--- config.mk ---
export PLATFORM = sky130hd
export DESIGN_NAME = prio_ctx_sel
export DESIGN_NICKNAME = d
export VERILOG_FILES = /design/src/rtl/prio_ctx_pkg.sv /design/src/rtl/prio_ctx_pick.sv /design/src/rtl/prio_ctx_dp.sv /design/src/rtl/prio_ctx_ctrl.sv /design/src/rtl/prio_ctx_sel.sv
export SDC_FILE = /design/constraint.sdc
export NUM_CORES = 1
export LEC_CHECK = 0
export ABC_AREA = 1
export BUFFER_PORTS_ARGS = -buffer_cell sky130_fd_sc_hd__buf_2
export CORE_ASPECT_RATIO = 1.75
export CORE_MARGIN = 2
export CORE_UTILIZATION = 51
export DETAILED_ROUTE_END_ITERATION = 16
export PLACE_DENSITY = 0.76
export SLEW_MARGIN = 40
export SYNTH_ARGS = -nofsm -noshare
export SYNTH_HDL_FRONTEND = slang
export SYNTH_SLANG_ARGS = --single-unit
export TNS_END_PERCENT = 30
--- constraint.sdc ---
create_clock -name clk -period 40 [get_ports clk]
set_input_delay 2 -clock clk [delete_from_list [all_inputs] [get_ports clk]]
set_output_delay 2 -clock clk [all_outputs]
set_load 0.05 [all_outputs]
--- src/rtl/prio_ctx_pkg.sv ---
package prio_ctx_pkg;
  // strobes from control to datapath
  typedef struct packed {
    logic commit;     // load the picked context as current
    logic dropValid;  // nothing eligible: invalidate current
  } ctrlStrb_t;

  // status from datapath to control
  typedef struct packed {
    logic anyElig;
    logic pickNew;    // picked context differs from the running one
    logic curValid;
  } dpStat_t;
endpackage

--- src/rtl/prio_ctx_pick.sv ---
module prio_ctx_pick #(
  parameter int NUM_CTX = 16,
  parameter int PRIO_W  = 8,
  parameter int IDX_W   = 4
) (
  input  logic [NUM_CTX*PRIO_W-1:0] prioFlat,
  input  logic [NUM_CTX-1:0]        eligVec,
  input  logic [IDX_W-1:0]          rrPtr,
  output logic                      anyElig,
  output logic [IDX_W-1:0]          pickIdx
);
  logic [PRIO_W-1:0]  prioArr [NUM_CTX];
  logic [PRIO_W-1:0]  maxPrio;
  logic [NUM_CTX-1:0] tieVec;

  for (genvar g = 0; g < NUM_CTX; g++) begin : g_unpack
    assign prioArr[g] = prioFlat[g*PRIO_W +: PRIO_W];
    assign tieVec[g]  = eligVec[g] && (prioArr[g] == maxPrio);
  end

  assign anyElig = |eligVec;

  always_comb begin
    maxPrio = '0;
    for (int i = 0; i < NUM_CTX; i++) begin
      if (eligVec[i] && (prioArr[i] > maxPrio)) maxPrio = prioArr[i];
    end
  end

  // rotating search over the tie set, starting above rrPtr
  always_comb begin
    logic found;
    found   = 1'b0;
    pickIdx = rrPtr;
    for (int k = 1; k <= NUM_CTX; k++) begin
      int s;
      s = int'(rrPtr) + k;
      if (s >= NUM_CTX) s = s - NUM_CTX;
      if (!found && tieVec[s]) begin
        found   = 1'b1;
        pickIdx = IDX_W'(s);
      end
    end
  end
endmodule

--- src/rtl/prio_ctx_dp.sv ---
module prio_ctx_dp
  import prio_ctx_pkg::*;
#(
  parameter int NUM_CTX = 16,
  parameter int PRIO_W  = 8,
  parameter int IDX_W   = 4
) (
  input  logic                      clk,
  input  logic                      rst_n,
  input  logic                      prioWrEn,
  input  logic [IDX_W-1:0]          prioWrIdx,
  input  logic [PRIO_W-1:0]         prioWrData,
  input  logic [NUM_CTX-1:0]        stallSet,
  input  logic [NUM_CTX-1:0]        stallClr,
  input  ctrlStrb_t                 strb,
  output dpStat_t                   stat,
  output logic [IDX_W-1:0]          curCtx,
  output logic                      curValid,
  output logic [NUM_CTX-1:0]        stallVec
);
  logic [NUM_CTX*PRIO_W-1:0] prioFlat;
  logic [IDX_W-1:0]          rrPtr;
  logic [IDX_W-1:0]          pickIdx;
  logic                      anyElig;

  for (genvar g = 0; g < NUM_CTX; g++) begin : g_prio
    always_ff @(posedge clk) begin
      if (!rst_n)
        prioFlat[g*PRIO_W +: PRIO_W] <= '0;
      else if (prioWrEn && (prioWrIdx == IDX_W'(g)))
        prioFlat[g*PRIO_W +: PRIO_W] <= prioWrData;
    end
  end

  always_ff @(posedge clk) begin
    if (!rst_n) stallVec <= '0;
    else        stallVec <= (stallVec & ~stallClr) | stallSet;
  end

  prio_ctx_pick #(.NUM_CTX(NUM_CTX), .PRIO_W(PRIO_W), .IDX_W(IDX_W)) pick_i (
    .prioFlat(prioFlat),
    .eligVec (~stallVec),
    .rrPtr   (rrPtr),
    .anyElig (anyElig),
    .pickIdx (pickIdx)
  );

  always_ff @(posedge clk) begin
    if (!rst_n) begin
      curCtx   <= '0;
      curValid <= 1'b0;
      rrPtr    <= IDX_W'(NUM_CTX - 1);
    end else if (strb.commit) begin
      curCtx   <= pickIdx;
      curValid <= 1'b1;
      rrPtr    <= pickIdx;
    end else if (strb.dropValid) begin
      curValid <= 1'b0;
    end
  end

  assign stat.anyElig  = anyElig;
  assign stat.pickNew  = !curValid || (pickIdx != curCtx);
  assign stat.curValid = curValid;
endmodule

--- src/rtl/prio_ctx_ctrl.sv ---
module prio_ctx_ctrl
  import prio_ctx_pkg::*;
#(
  parameter int DRAIN_CYC = 5
) (
  input  logic      clk,
  input  logic      rst_n,
  input  logic      missEvt,
  input  logic      syncFailEvt,
  input  logic      prioWrEn,
  input  logic      stallClrAny,
  input  dpStat_t   stat,
  output ctrlStrb_t strb,
  output logic      switchBusy
);
  localparam int CNT_W = $clog2(DRAIN_CYC + 1);

  logic             pendQ;
  logic [CNT_W-1:0] drainCnt;
  logic             evalNow;
  logic             newTrig;

  assign newTrig = missEvt || syncFailEvt || prioWrEn || (stallClrAny && !stat.curValid);
  assign evalNow = pendQ && (drainCnt == '0);

  assign strb.commit    = evalNow && stat.anyElig && stat.pickNew;
  assign strb.dropValid = evalNow && !stat.anyElig;

  always_ff @(posedge clk) begin
    if (!rst_n) pendQ <= 1'b1;
    else        pendQ <= newTrig || (pendQ && !evalNow);
  end

  always_ff @(posedge clk) begin
    if (!rst_n)                drainCnt <= '0;
    else if (strb.commit)      drainCnt <= CNT_W'(DRAIN_CYC);
    else if (drainCnt != '0)   drainCnt <= drainCnt - 1'b1;
  end

  assign switchBusy = (drainCnt != '0);
endmodule

--- src/rtl/prio_ctx_sel.sv ---
module prio_ctx_sel
  import prio_ctx_pkg::*;
#(
  parameter int NUM_CTX   = 16,
  parameter int PRIO_W    = 8,
  parameter int DRAIN_CYC = 5,
  localparam int IDX_W    = (NUM_CTX > 1) ? $clog2(NUM_CTX) : 1
) (
  input  logic               clk,
  input  logic               rst_n,
  input  logic               prioWrEn,
  input  logic [IDX_W-1:0]   prioWrIdx,
  input  logic [PRIO_W-1:0]  prioWrData,
  input  logic [NUM_CTX-1:0] stallSet,
  input  logic [NUM_CTX-1:0] stallClr,
  input  logic               missEvt,
  input  logic               syncFailEvt,
  output logic [IDX_W-1:0]   curCtx,
  output logic               curValid,
  output logic               switchBusy
);
  ctrlStrb_t          strb;
  dpStat_t            stat;
  logic [NUM_CTX-1:0] stallVec;

  prio_ctx_dp #(.NUM_CTX(NUM_CTX), .PRIO_W(PRIO_W), .IDX_W(IDX_W)) dp_i (
    .clk       (clk),
    .rst_n     (rst_n),
    .prioWrEn  (prioWrEn),
    .prioWrIdx (prioWrIdx),
    .prioWrData(prioWrData),
    .stallSet  (stallSet),
    .stallClr  (stallClr),
    .strb      (strb),
    .stat      (stat),
    .curCtx    (curCtx),
    .curValid  (curValid),
    .stallVec  (stallVec)
  );

  prio_ctx_ctrl #(.DRAIN_CYC(DRAIN_CYC)) ctrl_i (
    .clk        (clk),
    .rst_n      (rst_n),
    .missEvt    (missEvt),
    .syncFailEvt(syncFailEvt),
    .prioWrEn   (prioWrEn),
    .stallClrAny(|stallClr),
    .stat       (stat),
    .strb       (strb),
    .switchBusy (switchBusy)
  );
endmodule

# ---- Yosys cells after proc, flatten, opt, wreduce, memory -nomap -nowiden
# Index checks and enable logic that the tools add are counted.
dict set report totals {
  register_bits 157
  in_bits 49
  output_inout_bits 6
  elab_cells 356
}
dict set report classes {
  n_addsub 33
  n_lt_le_gt_ge 48
  eq_ne 32
  mux 115
  bitwise_logic 5
  n_reduce_logical 100
}
# operator count
set ops {}
lappend ops {{less-than comparator 32 x 6 -> 1 bit (second input constant)} 16}
lappend ops {{2-to-1 mux 32 bit} 16}
lappend ops {{equality test 8 bit} 16}
lappend ops {{2-to-1 mux 8 bit} 16}
lappend ops {{> comparator 8 bit} 15}
lappend ops {{subtractor 5 x 5 -> 6 bit (second input constant)} 15}
lappend ops {{>= comparator 5 bit (second input constant)} 15}
lappend ops {{logical AND 1 bit} 69}
lappend ops {{binary-select mux 1 bit (select 4 bit)} 16}
lappend ops {{2-to-1 mux 4 bit} 16}
lappend ops {{2-to-1 mux 1 bit} 49}
lappend ops {{adder 4 x 4 -> 5 bit (second input constant)} 8}
lappend ops {{equality test 4 bit (second input constant)} 8}
lappend ops {{inverter 16 bit} 2}
lappend ops {{OR reduction 16 bit} 2}
lappend ops {{adder 4 x 3 -> 5 bit (second input constant)} 4}
lappend ops {{logical NOT 1 bit} 18}
lappend ops {{bitwise AND 16 bit} 1}
lappend ops {{equality test 4 x 3 -> 1 bit (second input constant)} 4}
lappend ops {{bitwise OR 16 bit} 1}
lappend ops {{adder 4 x 2 -> 5 bit (second input constant)} 2}
lappend ops {{equality test 4 x 2 -> 1 bit (second input constant)} 2}
lappend ops {{> comparator 8 x 1 -> 1 bit (second input constant)} 1}
lappend ops {{subtractor 6 x 5 -> 7 bit (second input constant)} 1}
lappend ops {{14 further kinds} 20}

# ---- Logic depth before layout (Yosys ltp)
dict set report depth {
  word_depth 103
  depth_mapped 219
  ltp_nobuf 204
}

# ---- Cells and area by module
# A second synthesis with hierarchy kept.
dict set report hier_totals {
  hier_cells 2868
  area_unflattened_um2 16106.7
}
# mod instances cells_each area_per_inst_um2 seq_area_each_um2
set by_module_without_submodules {}
lappend by_module_without_submodules {prio_ctx_pick 1 1918 9670.5 0.0}
lappend by_module_without_submodules {prio_ctx_dp 1 898 6134.6 3062.9}
lappend by_module_without_submodules {prio_ctx_ctrl 1 37 245.2 80.1}
lappend by_module_without_submodules {prio_ctx_sel 1 15 56.3 0.0}

# ---- Worst setup path before layout
# Ideal clock, no wire load.
dict set report synth_timing {
  path_type {register to register}
  startpoint {register dp_i.prioFlat[2]}
  endpoint {register dp_i.curCtx[2]}
  setup_time_ps 70
  t_arrival_ps 21910
  t_required_ps 39930
  setup_slack_ps 18020
  stages_incl_launch_ff 172
  path_buffers 15
  period_less_slack_ps 21980
  path_cell_list {dfxtp_1 -> inv_1 -> nand4_1 -> nor2_2 -> nor2_4 -> nand2_1 -> ha_1 -> nand2_1 -> nor2_1 -> a21oi_1 -> nand2_1 -> buf_4 -> o21ai_0 -> ha_1 -> nand2_1 -> nor2_1 -> a211oi_1 -> nand2_4 -> [136 not listed] -> nand4_4 -> nor2_8 -> nand4_2 -> nor2_2 -> nand3_2 -> inv_1 -> nand2_1 -> nand2_1 -> inv_1 -> nand2_2 -> nand2_1 -> nand2_1 -> nand3_1 -> nor2_2 -> nand3_2 -> nand2_4 -> nand2_1 -> a21oi_1}
}
dict set report synth_via {
  elab_chain_len 102
  word_cells_on_any_way 192
  classes_between {16 x order compare; 17 x eq/ne; 95 x mux; 64 x reduce/logical}
}
# element line_no
set synth_rtl {}
lappend synth_rtl {{from (decl)} prio_ctx_dp.sv:21} ;# logic [NUM_CTX*PRIO_W-1:0] prioFlat;
lappend synth_rtl {{from (signal, indexed assignment)} prio_ctx_dp.sv:31} ;# prioFlat[g*PRIO_W +: PRIO_W] <= prioWrData;
lappend synth_rtl {{> comparator 8 x 1 -> 1 bit} prio_ctx_pick.sv:26} ;# if (eligVec[i] && (prioArr[i] > maxPrio)) maxPrio = prioArr[i];
lappend synth_rtl {{logical AND 1 bit} prio_ctx_pick.sv:26}
lappend synth_rtl {{2-to-1 mux 8 bit} prio_ctx_pick.sv:26}
lappend synth_rtl {{> comparator 8 bit} prio_ctx_pick.sv:26}
lappend synth_rtl {{logical AND 1 bit} prio_ctx_pick.sv:26}
lappend synth_rtl {{2-to-1 mux 8 bit} prio_ctx_pick.sv:26}
lappend synth_rtl {{> comparator 8 bit} prio_ctx_pick.sv:26}
lappend synth_rtl {{logical AND 1 bit} prio_ctx_pick.sv:26}
lappend synth_rtl {{[86 not listed]} --}
lappend synth_rtl {{logical AND 1 bit} prio_ctx_pick.sv:39} ;# if (!found && tieVec[s]) begin
lappend synth_rtl {{2-to-1 mux 1 bit} prio_ctx_pick.sv:39}
lappend synth_rtl {{logical NOT 1 bit} prio_ctx_pick.sv:39}
lappend synth_rtl {{logical AND 1 bit} prio_ctx_pick.sv:39}
lappend synth_rtl {{2-to-1 mux 4 bit *} prio_ctx_pick.sv:39}
lappend synth_rtl {{inequality test 4 bit} prio_ctx_dp.sv:63} ;# assign stat.pickNew = !curValid || (pickIdx != curCtx);
lappend synth_rtl {{logical OR 1 bit} prio_ctx_dp.sv:63}
lappend synth_rtl {{logical AND 1 bit} prio_ctx_ctrl.sv:26} ;# assign strb.commit = evalNow && stat.anyElig && stat.pickNew;
lappend synth_rtl {{to (signal assigned)} prio_ctx_dp.sv:54} ;# curCtx <= pickIdx;
lappend synth_rtl {{to (decl)} prio_ctx_dp.sv:17} ;# output logic [IDX_W-1:0] curCtx,
# Every way passes the cells marked *; elsewhere a longest branch is shown, timed or not. The select of a mux whose other input is x is not followed.
# A chain may end at the register's enable or synchronous reset.

# ---- Worst setup path in the final report
dict set report layout_timing {
  startpoint {register dp_i.prioFlat[3]}
  endpoint {register dp_i.curCtx[0]}
}
# Same word-level chain as after synthesis.

==> run_results.csv <==
group,metric,value,unit
outcome,run_status,"finished, final reports clean",
worst_setup_path,critical_path.max_stage_delay,0.60,ns
cts,clkSinkCount,157,
sta,slew_viol_final,0,
floorplan,floorplan.core_area,30600,sq um
cts,post_cts_hold_buffer_count,0,
synthesis,synth.area.top_cells,"dfxtp_1, nand2_1, nand3_1",
synthesis,flip_flop_and_latch_count_after_synthesis,157,
place,dp.final_hpwl,46400,um
sta,number_of_setup_violations_in_the_final_report,0,
synthesis,synthesis.nets,2666,
cts,cts-root-to-sink-buffers,2,
final_layout,antenna_cells_inserted,0,
synthesis,yosysSeqAreaShare,19.9,%
worst_setup_path,worst_setup_path_end_kind,"flop",
global_routing,grt_use_met2,65.3,%
detailed_routing,vias_per_cell,5.89,
cts,cts_inserted_buffers,17,
detailed_routing,vias,17200,
detailed_routing,average_wire_per_standard_cell,20.8,um
worst_setup_path,most_prevalent_standard_cell_on_the_critical_path,"nand2_1",
global_routing,top_usage_layer,"met2",
sta,transition_time_of_the_tightest_slew_check_pin,0.789,ns
detailed_routing,first_iter_violations,1206,
worst_setup_path,cp_num_buf_inv,8,
synthesis,synth-warning-count,0,
place,port_buffers,54,
cts,h_tree_depth,4,
detailed_routing,detail-route-antenna-nets,0,
global_routing,gr-usage-all-layers,37.7,%
final_layout,drive_above_1_share,13.5,%
hold_path,hold_path_class,"reg2reg",
synthesis,synth_edf_count,0,
worst_setup_path,timing.critical_path.from_type,"flop",
detailed_routing,firstDrtPassIters,6,
sta,final.min_clock_period,27.69,ns
floorplan,i_o_pin_count,55,
synthesis,synth_area_per_cell,6.29,sq um
sta,setup_tns,0,ns
global_routing,met1_layer_usage_reported_by_global_route,36.9,%
global_routing,antenna_found_initial,0,
cts,clock_insertion_delay_worst_skew,0.46,ns
global_routing,wire_length_of_the_first_global_routing_pass,91600,um
sta,max_slew_margin,46.9,%
worst_setup_path,critPathMaxFanout,25,
synthesis,synth-async-reset-ratio,0,%
worst_setup_path,cp_top_family,"simple AND/OR/NAND/NOR gates",
sta,max_freq,36.1,MHz
global_routing,grt.overflow.total,0,
global_routing,pin_count_of_the_biggest_net_entering_global_routing,89,
global_routing,vias_in_the_first_global_route,16600,
cts,cts_post_setup_buffers_inserted,0,
synthesis,synth_cell_type_count,57,
final_layout,syn_to_final_growth,5.19,%
detailed_routing,finalWirelength,60700,um
worst_setup_path,worst-endpoint-required,40.38,ns
cts,post_cts.resized_instances,0,
cts,cts_root_buffer,"clkbuf_16",
global_routing,met3_usage,7.88,%
place,place_congestion,1.07,
synthesis,postSynthCellCount,2511,
worst_setup_path,crit_path_top_delay_cell,"o21ai_0",
synthesis,synth_top_cell_area_share,19.9,%
synthesis,netlist.top_cell.by_area,"dfxtp_1",
floorplan,initial_utilization,51.6,%
worst_setup_path,worst_ep_arrival_time,28.07,ns
floorplan,die-height,237,um
floorplan,width_of_the_chip,137,um
synthesis,synth_flop_cell,"dfxtp_1",
floorplan,die_ar,32500,sq um
sta,period_share,69.2,%
run,drv_cap,0,
synthesis,post_synth_instance_area,15800,sq um
cts,cts.reportedPaths.clkPinSlew,0.07,ns
floorplan,placement_rows,85,
sta,fin_worst_skew,0.00702,ns
cts,clock_tree_from_tritoncts,"yes",
detailed_routing,number_of_remaining_drc_errors,0,
worst_setup_path,criticalPathCategory,"reg2reg",
sta,hold_violations,0,
final_layout,finalNetCount,2666,
sta,rsz0062_at_grt,"false",
cells in the mapped netlist, types with 3 or more instances:
library cell and n:
a211oi_1 12, a21oi_1 144, a21oi_2 13, a31oi_1 3, buf_12 3, buf_4 6
buf_6 15, clkbuf_1 38, clkbuf_8 14, clkinv_1 14, dfxtp_1 157, ha_1 106
inv_1 275, inv_2 4, nand2_1 622, nand2_2 77, nand2_4 46, nand3_1 292
nand3_2 46, nand3_4 6, nand4_1 17, nor2_1 241, nor2_2 25, nor2_4 5
nor3_1 5, nor4_1 8, o211ai_1 9, o21a_1 5, o21ai_0 212, o21ai_1 12
o21bai_1 13, or2_1 3, or2_2 3, xor2_1 28, xor2_2 5
cell usage in the layout (no fill, tap or decap), types with 7 or more instances in the layout:
master / Yosys / layout
o21ai_0: 212 / 212
o21ai_1: 12 / 12
nand3_2: 46 / 46
nand4_1: 17 / 17
buf_4: 6 / 7
nand2_2: 77 / 77
a21oi_1: 144 / 144
nor2_1: 241 / 241
buf_2: 1 / 53
a21oi_2: 13 / 13
nand2_4: 46 / 46
o21bai_1: 13 / 13
a211oi_1: 12 / 12
o211ai_1: 9 / 9
inv_1: 275 / 274
xor2_1: 28 / 27
clkbuf_16: 0 / 17
nor2_2: 25 / 25
nand3_1: 292 / 292
dfxtp_1: 157 / 157
nand2_1: 622 / 622
clkinv_1: 14 / 14
ha_1: 106 / 106
sequential cells by signal, indices dropped and copies added, names as in the netlist:
signal	flops
ctrl_i.drainCnt	3
dp_i.curValid	1
dp_i.rrPtr	4
dp_i.stallVec	16
ctrl_i.pendQ	1
dp_i.prioFlat	128
dp_i.curCtx	4
tightest hold or removal path, cell delays in order, from the launching register on:
cell and delay, ns:
dfxtp_1 0.33, nand2_1 0.07, a21oi_1 0.05
final timing paths:
kind / from / end / slack (ns) / cells after the start
setup / recovery: dp_i.prioFlat[3] / dp_i.curCtx[0] / 12.31 / 162
hold / removal: dp_i.curCtx[0] / dp_i.curCtx[0] / 0.50 / 2
setup reg to reg: dp_i.prioFlat[3] / dp_i.curCtx[0] / 12.31 / 162
hold reg to reg: dp_i.curCtx[0] / dp_i.curCtx[0] / 0.50 / 2
per-stage QoR:
step | util (%) | setup slack [ns] | cell area, sq um | hold WS [ns] | cells
3_5_place_dp | 52.3 | 13.16 | 16000 | 0.494 | 2882
6_report | 54.2 | 12.31 | 16600 | 0.501 | 2915
3_3_place_gp | 52.2 | 13.78 | 16000 | 0.483 | 2882
4_1_cts | 54.2 | 13.12 | 16600 | 0.503 | 2914
2_1_floorplan | - | 18.02 | 15800 | 0.460 | 2511
5_1_grt | 54.2 | 10.17 | 16600 | 0.533 | 2915
cell families (layout without fill, tap and decap cells):
logic type / count (synthesis) / after routing / synth area share [%]
fa+ha+maj: 106 / 106 / 8.40
compound gates: 429 / 429 / 14.8
xor+xnor: 35 / 35 / 2.27
flops: 157 / 157 / 19.9
buf+inv: 378 / 391 / 11.3
simple gates: 1404 / 1404 / 43.2
mux: 2 / 2 / 0.135
metal layers:
| metal | part of all wire (%) | wire [um] |
|---|---|---|
| met1 | 33 | 20100 |
| met2 | 49 | 29900 |
| met3 | 7.1 | 4290 |
| met5 | 0 | 0 |
| met4 | 11 | 6450 |
final cells by class:
class                   instances  area, sq um
flip-flops and latches        157         3140
repair buffers                 61          338
fillers                      3166        14000
inverters                     298         1140
clock inverters                 9          113
well taps                     391          489
clock buffers                  23          468
multi-input cells            1976        10900
Power is not shown: default switching activity piles up to over one toggle a cycle in this logic, so the estimate is an artifact.
